===== src/rtl/ber_pkg.sv =====
package ber_pkg;
  // Action requested of the readout shift register in a cycle.
  typedef enum logic [1:0] {
    SH_IDLE  = 2'd0,
    SH_LOAD  = 2'd1,
    SH_SHIFT = 2'd2
  } sh_act_t;

  function automatic int frame_bits(input int err_w, input int bit_w);
    return 1 + err_w + bit_w;
  endfunction
endpackage


===== src/rtl/ber_rst_sync.sv =====
module ber_rst_sync (
  input  logic clk,
  input  logic rst_n,
  output logic rst_sync_n
);
  logic st1_q, st2_q;

  always_ff @(posedge clk or negedge rst_n) begin
    if (!rst_n) begin
      st1_q <= 1'b0;
      st2_q <= 1'b0;
    end else begin
      st1_q <= 1'b1;
      st2_q <= st1_q;
    end
  end

  assign rst_sync_n = st2_q;
endmodule


===== src/rtl/ber_sync2.sv =====
module ber_sync2 #(
  parameter int           W       = 1,
  parameter logic [W-1:0] RST_VAL = '0
) (
  input  logic         clk,
  input  logic         rst_n,
  input  logic [W-1:0] d_async,
  output logic [W-1:0] d_sync
);
  logic [W-1:0] meta_q, sync_q;

  always_ff @(posedge clk or negedge rst_n) begin
    if (!rst_n) begin
      meta_q <= RST_VAL;
      sync_q <= RST_VAL;
    end else begin
      meta_q <= d_async;
      sync_q <= meta_q;
    end
  end

  assign d_sync = sync_q;
endmodule


===== src/rtl/ber_edge_ctl.sv =====
module ber_edge_ctl
  import ber_pkg::*;
(
  input  logic    clk,
  input  logic    rst_n,
  input  logic    sel_s,
  input  logic    sck_s,
  output sh_act_t act
);
  logic sel_d_q, sck_d_q;
  logic sel_fall, sck_rise;

  always_ff @(posedge clk or negedge rst_n) begin
    if (!rst_n) begin
      sel_d_q <= 1'b1;
      sck_d_q <= 1'b0;
    end else begin
      sel_d_q <= sel_s;
      sck_d_q <= sck_s;
    end
  end

  always_comb begin
    sel_fall = sel_d_q & ~sel_s;
    sck_rise = sck_s & ~sck_d_q & ~sel_s;
    if (sel_fall)      act = SH_LOAD;
    else if (sck_rise) act = SH_SHIFT;
    else               act = SH_IDLE;
  end
endmodule


===== src/rtl/ber_sat_cnt.sv =====
module ber_sat_cnt #(
  parameter int W      = 8,
  parameter bit STICKY = 1'b0
) (
  input  logic         clk,
  input  logic         rst_n,
  input  logic         clr,
  input  logic         inc,
  output logic [W-1:0] cnt,
  output logic         sat_flag
);
  localparam logic [W-1:0] MAXV = '1;

  logic [W-1:0] cnt_q, cnt_d;
  logic         at_max, cnt_en;

  assign at_max = (cnt_q == MAXV);
  assign cnt_en = clr | (inc & ~at_max);

  always_comb begin
    if (clr) cnt_d = '0;
    else     cnt_d = cnt_q + 1'b1;
  end

  always_ff @(posedge clk or negedge rst_n) begin
    if (!rst_n)      cnt_q <= '0;
    else if (cnt_en) cnt_q <= cnt_d;
  end

  assign cnt = cnt_q;

  generate
    if (STICKY) begin : g_flag
      logic flag_q, flag_d, flag_en;
      always_comb begin
        flag_en = clr | (inc & at_max);
        flag_d  = ~clr;
      end
      always_ff @(posedge clk or negedge rst_n) begin
        if (!rst_n)       flag_q <= 1'b0;
        else if (flag_en) flag_q <= flag_d;
      end
      assign sat_flag = flag_q;
    end else begin : g_noflag
      assign sat_flag = 1'b0;
    end
  endgenerate
endmodule


===== src/rtl/ber_shifter.sv =====
module ber_shifter
  import ber_pkg::*;
#(
  parameter int FW = 8
) (
  input  logic          clk,
  input  logic          rst_n,
  input  sh_act_t       act,
  input  logic [FW-1:0] load_data,
  output logic          sdo
);
  logic [FW-1:0] sh_q, sh_d;
  logic          sh_en;

  always_comb begin
    sh_en = (act != SH_IDLE);
    if (act == SH_LOAD) sh_d = load_data;
    else                sh_d = {sh_q[FW-2:0], 1'b0};
  end

  always_ff @(posedge clk or negedge rst_n) begin
    if (!rst_n)     sh_q <= '0;
    else if (sh_en) sh_q <= sh_d;
  end

  assign sdo = sh_q[FW-1];
endmodule


===== src/rtl/bit_err_meter.sv =====
module bit_err_meter
  import ber_pkg::*;
#(
  parameter int ERR_W = 24,
  parameter int BIT_W = 32
) (
  input  logic clk,
  input  logic rst_n,
  input  logic clr,
  input  logic vld,
  input  logic rx_bit,
  input  logic ref_bit,
  input  logic host_sel,
  input  logic host_sck,
  output logic host_sdo
);
  localparam int FRAME_W = frame_bits(ERR_W, BIT_W);

  logic             rst_sync_n;
  logic [1:0]       host_s;
  sh_act_t          sh_act;
  logic             hit;
  logic [ERR_W-1:0] err_cnt;
  logic [BIT_W-1:0] bit_cnt;
  logic             err_ovf;
  logic             bit_flag_unused;

  ber_rst_sync u_rst (
    .clk        (clk),
    .rst_n      (rst_n),
    .rst_sync_n (rst_sync_n)
  );

  ber_sync2 #(.W(2), .RST_VAL(2'b10)) u_sync (
    .clk     (clk),
    .rst_n   (rst_sync_n),
    .d_async ({host_sel, host_sck}),
    .d_sync  (host_s)
  );

  ber_edge_ctl u_edge (
    .clk   (clk),
    .rst_n (rst_sync_n),
    .sel_s (host_s[1]),
    .sck_s (host_s[0]),
    .act   (sh_act)
  );

  assign hit = vld & (rx_bit ^ ref_bit);

  ber_sat_cnt #(.W(ERR_W), .STICKY(1'b1)) u_err (
    .clk      (clk),
    .rst_n    (rst_sync_n),
    .clr      (clr),
    .inc      (hit),
    .cnt      (err_cnt),
    .sat_flag (err_ovf)
  );

  ber_sat_cnt #(.W(BIT_W), .STICKY(1'b0)) u_bits (
    .clk      (clk),
    .rst_n    (rst_sync_n),
    .clr      (clr),
    .inc      (vld),
    .cnt      (bit_cnt),
    .sat_flag (bit_flag_unused)
  );

  ber_shifter #(.FW(FRAME_W)) u_shift (
    .clk       (clk),
    .rst_n     (rst_sync_n),
    .act       (sh_act),
    .load_data ({err_ovf, err_cnt, bit_cnt}),
    .sdo       (host_sdo)
  );
endmodule


===== config.mk =====
export PLATFORM = sky130hd
export DESIGN_NAME = bit_err_meter
export DESIGN_NICKNAME = d
export VERILOG_FILES = /design/src/rtl/ber_pkg.sv /design/src/rtl/ber_rst_sync.sv /design/src/rtl/ber_sync2.sv /design/src/rtl/ber_edge_ctl.sv /design/src/rtl/ber_sat_cnt.sv /design/src/rtl/ber_shifter.sv /design/src/rtl/bit_err_meter.sv
export SDC_FILE = /design/constraint.sdc
export NUM_CORES = 1
export LEC_CHECK = 0
export ABC_CLOCK_PERIOD_IN_PS = 5700
export BUFFER_PORTS_ARGS = -buffer_cell sky130_fd_sc_hd__buf_2
export CAP_MARGIN = 20
export CORE_MARGIN = 8
export CORE_UTILIZATION = 30
export CTS_CLUSTER_SIZE = 14
export DETAILED_ROUTE_END_ITERATION = 8
export HOLD_SLACK_MARGIN = 0.12
export PLACE_DENSITY = 0.47
export SETUP_SLACK_MARGIN = 0.02
export SYNTH_ARGS = -nofsm -noshare
export SYNTH_HDL_FRONTEND = slang
export SYNTH_SLANG_ARGS = --single-unit
export TNS_END_PERCENT = 30

===== constraint.sdc =====
create_clock -name clk -period 5.7 [get_ports clk]
set_input_delay 0.855 -clock clk [delete_from_list [all_inputs] [get_ports clk]]
set_output_delay 0.855 -clock clk [all_outputs]
set_load 0.1 [all_outputs]

==> impl_metrics.json, run 1 <==
{
  "pin_count": 9,
  "timing.final.max_slew_violations": 0,
  "drt-total-wl_um": 12600,
  "clock_latency_ns": 0.41,
  "p_int_mw": 1.61,
  "fmax_ghz": 0.384,
  "htreeDepth": 4,
  "outcome": "finished, final reports clean",
  "synth-edff-count": 0,
  "synthArstFlopShare_pct": 100,
  "power.total_mw": 2.08,
  "cts.sinks": 122,
  "multi_input_area_um2": 2770,
  "clkTransAtPathRegs_ns": 0.05,
  "drcViolationCount": 0,
  "clk_path_buf_depth": 2,
  "antenna_found_initial": 0,
  "synthesis.nets": 619,
  "grt_max_degree": 114,
  "gp_congestion": 0.751,
  "p_comb_share_pct": 4.5,
  "syn_area_per_cell_um2": 9.88,
  "yosysWarnings": 0,
  "drt_pass1_iterations": 4,
  "area_growth_pct": 14.1,
  "ant_nets": 0,
  "cts_tree": "done",
  "vias": 4383,
  "pwr-share-seq_pct": 44.4,
  "initial_utilization_pct": 30.1,
  "cp_max_fo": 11,
  "ir_drop_uv": 169,
  "hold_buffers": 0,
  "rsz0062_at_grt": "false",
  "clock-root-buffer": "clkbuf_16",
  "period_share_pct": 45.7,
  "powerDensity_nw_per_um2": 302,
  "fillers": 2042,
  "p_leak_nw": 2.71,
  "hold_ws_ns": 0.216,
  "synth_top_area_cell": "dfrtp_1",
  "die_h_um": 158,
  "numCtsBuffers": 17,
  "worstSetupStartpointType": "flip-flop",
  "cts_setup_buffers": 0,
  "finalNetCount": 610,
  "regArea_um2": 3060,
  "rows": 52,
  "syn_area_um2": 6020,
  "post_cts_resized": 0,
  "grtUsageTotal_pct": 11.1,
  "sw_frac_of_total_pct": 22.3,
  "viasPerCell": 4.96,
  "die_w_um": 158,
  "grt_overflow": 0,
  "die_area_um2": 24800,
  "drt-initial-drc-count": 221,
  "fin_tns_setup_ns": 0,
  "wl_per_cell_um": 14.2,
  "yosys-top-cells-area": "dfrtp_1 (49%), mux2i_1 (10%), nand2_1 (5.1%), o21ai_0 (4.9%), xnor2_1 (3.8%)",
  "grt_pass1_vias": 4388,
  "synth_flop_cell": "dfrtp_1",
  "port_buffers": 8,
  "arrival_ns": 2.90,
  "tightest_slew_ns": 1.04,
  "min_path_type": "input pin to asynchronous set/reset pin",
  "relSlewSlack_pct": 30.1,
  "drive_gt1_share_pct": 9.95,
  "netlist.area_leader.share_pct": 49.5,
  "core_um2": 20000,
  "worstPathRequired_ns": 6.00,
  "finClkSkew_ns": 0.00565,
  "clockPowerShare_pct": 51.2,
  "synthCells": 609,
  "dpl.hpwl_um": 7890,
  "period_minus_slack_ns": 2.60,
  "ys_ff_latch": 122,
  "setup_viol": 0,
  "seq_area_frac_synth_pct": 50.8,
  "hold_viol_final": 0,
  "cap_violations": 0,
  "end_kind": "flip-flop",
  "num_antenna_cells": 0,
  "synth_cell_types": 48,
  "grt_pass1_wl_um": 22100,
  "switchingPower_mw": 0.463,
  "worst-setup-path-type": "flip-flop to flip-flop"
}
==> power by group through the flow <==
stage | clock [mW] | combinational (mW) | sequential (mW)
2_1_floorplan | 0 | 0.0686 | 0.936
3_5_place_dp | 0 | 0.0952 | 0.937
3_3_place_gp | 0 | 0.0932 | 0.937
5_1_grt | 1.13 | 0.106 | 0.927
4_1_cts | 1.10 | 0.0952 | 0.922
6_report | 1.06 | 0.0924 | 0.921
==> state kept, by name (all words and copies together), names as in the netlist, 2 cells and up <==
name           count
u_bits.cnt        32
u_err.cnt         24
u_shift.sh_q      57
u_sync.d_sync      2
u_sync.meta_q      2
==> final cells by class <==
type / count / share of cell area, %
inverters: 7 / 0.383
multi-input cells: 438 / 40.4
repair buffers: 14 / 1.24
clock inverters: 8 / 1.35
well taps: 270 / 4.92
flip-flops and latches: 122 / 44.6
clock buffers: 24 / 7.16
==> worst max-delay path, stage by stage, from the launching register on <==
cell and delay [ns]:
dfrtp_1 0.44, ha_1 0.25, nand3_1 0.16, or2_2 0.34
nor3_1 0.84, nor4_1 0.13, mux2_2 0.32
==> routing by layer <==
metal / vias up / track usage [%] / wire length [um]
li1: 2146 / - / -
met3: 18 / 2.51 / 408
met1: 2156 / 14.6 / 6180
met5: - / 0 / 0
met2: 63 / 16.9 / 5710
met4: 0 / 5.35 / 267
==> Yosys cell counts (7+ instances only) <==
| cell | count |
|---|---|
| nand3_1 | 17 |
| and4_1 | 9 |
| mux2i_1 | 60 |
| or4_1 | 10 |
| o21ai_0 | 59 |
| o31ai_1 | 10 |
| nand4_1 | 13 |
| dfrtp_1 | 119 |
| xnor2_1 | 26 |
| nor2_1 | 45 |
| a211oi_1 | 11 |
| a21oi_1 | 18 |
| clkbuf_1 | 34 |
| inv_1 | 7 |
| xor2_1 | 7 |
| and3_1 | 8 |
| nor4_1 | 11 |
| nand2_1 | 81 |
==> cells by family (layout without fill, tap and decap cells) <==
logic type	Yosys count	count (layout)	synth area share [%]
and+or+nand+nor	222	222	18.3
AOI/OAI and AO/OA	117	117	11.6
xor gates and xnor gates	33	33	4.80
buffers and inverters	49	53	3.47
adders and majority gates	2	2	0.416
DFF	122	122	50.8
muxes	63	63	10.5
other	1	1	0.0623
==> layout by cell type, fill, tap and decap left out, types with 3 or more instances in the layout <==
cell,instances
nor2_1,45
o21ai_0,59
clkinv_2,5
mux2i_1,60
a31oi_1,3
mux2_2,3
or4_1,10
and4_1,9
xor2_1,7
nor2b_1,3
dfrtp_1,118
nand4_1,13
a21oi_1,18
nand3_1,17
nand2_1,81
or3_1,5
clkbuf_1,3
and2_1,4
dfstp_2,3
buf_2,8
and3_1,8
inv_1,7
nor4_1,11
xnor2_1,26
a211oi_1,11
nor3_1,6
o31ai_1,10
clkbuf_8,4
clkbuf_16,17
buf_4,5
==> final timing paths <==
path | from | endpoint | slack (ns) | depth (start not counted)
worst max register to register | u_bits.cnt[0]$_DFFE_PN0P_ | u_bits.cnt[31]$_DFFE_PN0P_ | 3.10 | 6
worst min-delay path | rst_n | u_rst.rst_sync_n$_DFF_PN0_ | 0.22 | 1
worst min register to register | u_rst.st1_q$_DFF_PN0_ | u_rst.rst_sync_n$_DFF_PN0_ | 0.35 | 0
max in group asynchronous | u_rst.rst_sync_n$_DFF_PN0_ | u_bits.cnt[11]$_DFFE_PN0P_ | 4.03 | 1
min in group clk | u_rst.st1_q$_DFF_PN0_ | u_rst.rst_sync_n$_DFF_PN0_ | 0.35 | 0
worst max-delay path | u_bits.cnt[0]$_DFFE_PN0P_ | u_bits.cnt[31]$_DFFE_PN0P_ | 3.10 | 6
==> metrics by stage <==
| step | std cells | util [%] | setup WS (ns) | area, um^2 |
|---|---|---|---|---|
| 5_1_grt | 883 | 34.4 | 2.88 | 6870 |
| 2_1_floorplan | 609 | - | 2.05 | 6020 |
| 6_report | 883 | 34.4 | 3.10 | 6870 |
| 4_1_cts | 882 | 34.3 | 3.09 | 6860 |
| 3_3_place_gp | 850 | 31.4 | 2.94 | 6270 |
| 3_5_place_dp | 850 | 31.4 | 2.88 | 6270 |
(Power assumes the default switching activity.)
==> run 2: changes to the inputs <==
ABC_CLOCK_PERIOD_IN_PS = 2100   (was 5700)
PLACE_DENSITY = 0.49   (was 0.47)
clock period = 2.1 ns   (was 5.7 ns; I/O delays follow)
==> impl_metrics.json, run 2 (synthesized netlist as in run 1, its figures left out) <==
{
  "die_h_um": 158,
  "finClkSkew_ns": 0.00944,
  "drt_pass1_iterations": 4,
  "grt_max_degree": 66,
  "cp_common_cell": "or3_4",
  "fin_tns_setup_ns": 0,
  "cap_violations": 0,
  "clk_path_buf_depth": 2,
  "finalNetCount": 666,
  "worstSetupStartpointType": "flip-flop",
  "dpl.hpwl_um": 9190,
  "cts_tree": "done",
  "min_path_type": "input pin to asynchronous set/reset pin",
  "initial_utilization_pct": 30.1,
  "period_minus_slack_ns": 2.04,
  "cp_max_fo": 3,
  "numCtsBuffers": 17,
  "setup_viol": 0,
  "pin_count": 9,
  "drt-initial-drc-count": 247,
  "sw_frac_of_total_pct": 22.8,
  "die_w_um": 158,
  "relSlewSlack_pct": 38.8,
  "clockPowerShare_pct": 49.6,
  "antenna_found_initial": 0,
  "p_leak_nw": 3.00,
  "final_common_cell": "dfrtp_1",
  "grt_pass1_wl_um": 23200,
  "grtUsageTotal_pct": 11.6,
  "p_int_mw": 4.28,
  "top_register": "u_shift.sh_q",
  "stdcell_count": 937,
  "ir_drop_uv": 454,
  "period_share_pct": 97.0,
  "p_comb_share_pct": 5.6,
  "die_area_um2": 24800,
  "end_kind": "flip-flop",
  "arrival_ns": 2.38,
  "final_cell_mix": "dfrtp_1 (118), nand2_1 (81), mux2i_1 (60)",
  "fmax_ghz": 0.491,
  "place_ws_ns": 0.0666,
  "grt_pass1_vias": 4681,
  "gp_congestion": 0.815,
  "pwr-share-seq_pct": 44.8,
  "wl_per_cell_um": 14.1,
  "switchingPower_mw": 1.26,
  "timing.final.max_slew_violations": 0,
  "fin_ws_ns": 0.0628,
  "vias": 4566,
  "drt-total-wl_um": 13200,
  "dp.cells": 904,
  "grt_overflow": 0,
  "worst-setup-path-type": "flip-flop to flip-flop",
  "fillers": 1992,
  "crit_chain": "ha_1 > nand3_1 > or3_4 > or3_4 > or4_1 > a21oi_1",
  "core_um2": 20000,
  "slowest_stage": "or4_1",
  "clock-root-buffer": "clkbuf_16",
  "largest_reg_flops": 57,
  "timing.reg2reg.setup_slack_ns": 0.06,
  "num_antenna_cells": 0,
  "worstPathRequired_ns": 2.44,
  "area_growth_pct": 21.9,
  "clkTransAtPathRegs_ns": 0.05,
  "cts_setup_buffers": 0,
  "drive_gt1_share_pct": 17.5,
  "drcViolationCount": 0,
  "tightest_slew_ns": 0.915,
  "hold_viol_final": 0,
  "rsz0062_at_grt": "true",
  "clock_latency_ns": 0.42,
  "htreeDepth": 4,
  "outcome": "finished, final reports clean",
  "port_buffers": 8,
  "cts.sinks": 122,
  "powerDensity_nw_per_um2": 755,
  "rows": 52,
  "slowest_delay_ns": 0.47,
  "viasPerCell": 4.87,
  "ant_nets": 0,
  "fin_util_pct": 36.7
}
run 2: cell types whose count changed in the layout (fill, tap and decap cells not counted), moves of 2 or more:
cell / change
buf_12: +4
buf_4: +50
clkinvlp_4: +2
dlygate4sd3_1: +3
clkinv_2: -2
run 2: final timing paths:
kind | startpoint | end | depth (start not counted)
min in group clk | clr | u_err.cnt[0]$_DFFE_PN0P_ | 2
max | u_bits.cnt[0]$_DFFE_PN0P_ | u_bits.cnt[30]$_DFFE_PN0P_ | 6
min reg2reg | u_rst.rst_sync_n$_DFF_PN0_ | u_shift.sh_q[37]$_DFFE_PN0P_ | 0
max reg2reg | u_bits.cnt[0]$_DFFE_PN0P_ | u_bits.cnt[30]$_DFFE_PN0P_ | 6
min | rst_n | u_rst.rst_sync_n$_DFF_PN0_ | 2
max in group asynchronous | u_rst.rst_sync_n$_DFF_PN0_ | u_err.cnt[8]$_DFFE_PN0P_ | 1
run 2: critical path, delay by kind of cell (launching register included):
family / cells / cell delay [ns]
compound gates: 1 / 0.15
simple gates: 4 / 1.30
flops: 1 / 0.35
fa+ha+maj: 1 / 0.18
run 2: layer usage:
metal | vias up | global-route usage, % | routed length (um)
met5 | - | 0 | 0
met4 | 0 | 4.40 | 205
met3 | 17 | 3.00 | 347
met2 | 45 | 18.0 | 6060
met1 | 2232 | 15.3 | 6590
li1 | 2272 | - | -
run 2: timing repair:
action,4_1_cts,5_1_grt
resized for setup,0,6
hold buffers,3,0
endpoints found under the hold margin,4,0
setup endpoints to repair,0,11
run 2: area by class of cell:
class | instances | area (um^2) | area share, %
Tap cell | 270 | 338 | 4.61
Multi-Input combinational cell | 438 | 2790 | 38.0
Sequential cell | 122 | 3060 | 41.7
Clock buffer | 23 | 488 | 6.65
Inverter | 7 | 26.3 | 0.358
Timing Repair Buffer | 70 | 563 | 7.68
Clock inverter | 7 | 67.6 | 0.921
run 2: power by group through the flow:
stage	logic, mW	registers [mW]	clock network, mW
after floorplan	0.186	2.54	0
after global placement	0.307	2.52	0
after detailed placement	0.315	2.52	0
after CTS	0.319	2.48	2.82
after global routing	0.351	2.49	2.92
final	0.309	2.48	2.75
run 2: through the flow:
step	power [mW]	area [um^2]	hold WS, ns
after floorplan	2.73	6020	0.0194
after global placement	2.83	6730	0.102
after detailed placement	2.84	6730	0.105
after CTS	5.62	7310	0.208
after global routing	5.77	7330	0.216
final	5.54	7330	0.217
==> run 3: changes to the inputs <==
CORE_ASPECT_RATIO = 0.6   (was default)
==> impl_metrics.json, run 3 (synthesized netlist as in run 1, its figures left out) <==
{
  "grt_max_degree": 114,
  "clkTransAtPathRegs_ns": 0.05,
  "end_kind": "flip-flop",
  "reg2regPathDepth": 6,
  "wl_per_cell_um": 15.4,
  "cp_max_fo": 3,
  "arrival_ns": 2.41,
  "antenna_found_initial": 0,
  "regArea_um2": 3060,
  "cts.sinks": 122,
  "grt_pass1_wl_um": 24900,
  "drcViolationCount": 0,
  "die_h_um": 126,
  "gp_congestion": 0.828,
  "final_common_cell": "dfrtp_1",
  "dp.cells": 915,
  "clk_path_buf_depth": 2,
  "die_w_um": 199,
  "die_area_um2": 25000,
  "finalNetCount": 675,
  "drt_pass1_iterations": 4,
  "ir_drop_uv": 599,
  "worstSetupStartpointType": "flip-flop",
  "tightest_slew_ns": 0.605,
  "vias": 4672,
  "period_share_pct": 98.9,
  "core_um2": 19800,
  "p_leak_nw": 3.09,
  "multi_input_area_um2": 2800,
  "grt_pass1_vias": 4680,
  "timing.final.max_slew_violations": 0,
  "timing.reg2reg.setup_slack_ns": 0.02,
  "top_register": "u_shift.sh_q",
  "viasPerCell": 4.91,
  "grtUsageTotal_pct": 12.4,
  "drt-total-wl_um": 14700,
  "powerDensity_nw_per_um2": 769,
  "hold_ws_ns": 0.215,
  "ant_nets": 0,
  "final_cell_mix": "dfrtp_1 (118), nand2_1 (81), mux2i_1 (60), buf_4 (60), o21ai_0 (59)",
  "period_minus_slack_ns": 2.08,
  "outcome": "finished, final reports clean",
  "drive_gt1_share_pct": 18.7,
  "rows": 40,
  "fillers": 2012,
  "r2r_end": "u_bits.cnt[30]$_DFFE_PN0P_",
  "clock_latency_ns": 0.41,
  "htreeDepth": 4,
  "area_growth_pct": 24.6,
  "hold_viol_final": 0,
  "min_path_type": "input pin to asynchronous set/reset pin",
  "stdcell_count": 951,
  "r2r-start": "u_bits.cnt[0]$_DFFE_PN0P_",
  "relSlewSlack_pct": 59.7,
  "setup_viol": 0,
  "finClkSkew_ns": 0.00796,
  "largest_reg_flops": 57,
  "initial_utilization_pct": 30.4,
  "numCtsBuffers": 17,
  "pin_count": 9,
  "drt-initial-drc-count": 286,
  "grt_overflow": 0,
  "num_antenna_cells": 0,
  "cap_violations": 0,
  "fmax_ghz": 0.481,
  "rsz0062_at_grt": "true",
  "clock-root-buffer": "clkbuf_16",
  "dpl.hpwl_um": 10300,
  "port_buffers": 8,
  "cts_tree": "done",
  "worstPathRequired_ns": 2.43,
  "worst-setup-path-type": "flip-flop to flip-flop"
}
[run 3: changes by cell type in the layout (fill, tap and decap cells not counted), moves of 2 or more]
cell,previous run,this run
clkbuf_8,4,2
bufinv_16,1,3
buf_4,55,60
clkinvlp_4,3,1
clkbuf_1,2,5
buf_12,4,8
[run 3: repair_timing]
item,4_1_cts,5_1_grt
gates resized for setup,0,7
setup endpoints to repair,1,12
hold buffers,3,0
gates cloned,0,0
buffers inserted,1,0
endpoints found under the hold margin,4,0
[run 3: worst max-delay path by stage]
stage,end,slack [ns],depth (start not counted),start
2_1_floorplan,u_bits.cnt[30]$_DFFE_PN0P_,-0.08,7,u_bits.cnt[0]$_DFFE_PN0P_
3_3_place_gp,u_bits.cnt[30]$_DFFE_PN0P_,0.07,5,u_bits.cnt[5]$_DFFE_PN0P_
3_5_place_dp,u_bits.cnt[30]$_DFFE_PN0P_,0.03,5,u_bits.cnt[5]$_DFFE_PN0P_
4_1_cts,u_bits.cnt[30]$_DFFE_PN0P_,0.02,6,u_bits.cnt[0]$_DFFE_PN0P_
5_1_grt,u_bits.cnt[30]$_DFFE_PN0P_,-0.04,6,u_bits.cnt[1]$_DFFE_PN0P_
6_report,u_bits.cnt[30]$_DFFE_PN0P_,0.02,6,u_bits.cnt[0]$_DFFE_PN0P_
[run 3: critical path: stages, from the launching register on]
cell and delay, ns:
dfrtp_1 0.35, ha_1 0.19, nand3_1 0.13, or3_4 0.35
or3_4 0.35, or4_1 0.47, a21oi_1 0.16
[run 3: metrics by stage]
step	setup slack [ns]	power [mW]	util (%)	instance area [um^2]	setup TNS [ns]
floorplan	-0.0806	2.73	-	6020	-0.0806
global placement	0.0705	2.85	34.5	6840	0
detailed placement	0.0272	2.86	34.5	6840	0
CTS	0.0234	5.83	37.7	7470	0
global route	-0.0399	5.98	37.8	7500	-0.0399
finish	0.0230	5.76	37.8	7500	0
[run 3: metal layers]
layer	vias up	global-route usage (%)	wire (um)
li1	2273	-	-
met1	2304	19.5	8200
met2	87	15.7	5620
met3	8	3.38	739
met4	0	3.39	99
met5	-	0	0
[run 3: final cells by class]
type / instances / area share (%)
tap: 273 / 4.56
sequential: 122 / 40.8
clock inverter: 8 / 1.57
timing repair buffer: 79 / 9.08
multi-input combinational: 438 / 37.3
inverter: 7 / 0.351
clock buffer: 24 / 6.29
[run 3: power breakdown]
group | total [mW] | internal, mW | switching [mW]
clock | 2.95 | 1.92 | 1.02
combinational | 0.329 | 0.126 | 0.203
sequential | 2.49 | 2.43 | 0.0554
total | 5.76 | 4.48 | 1.28
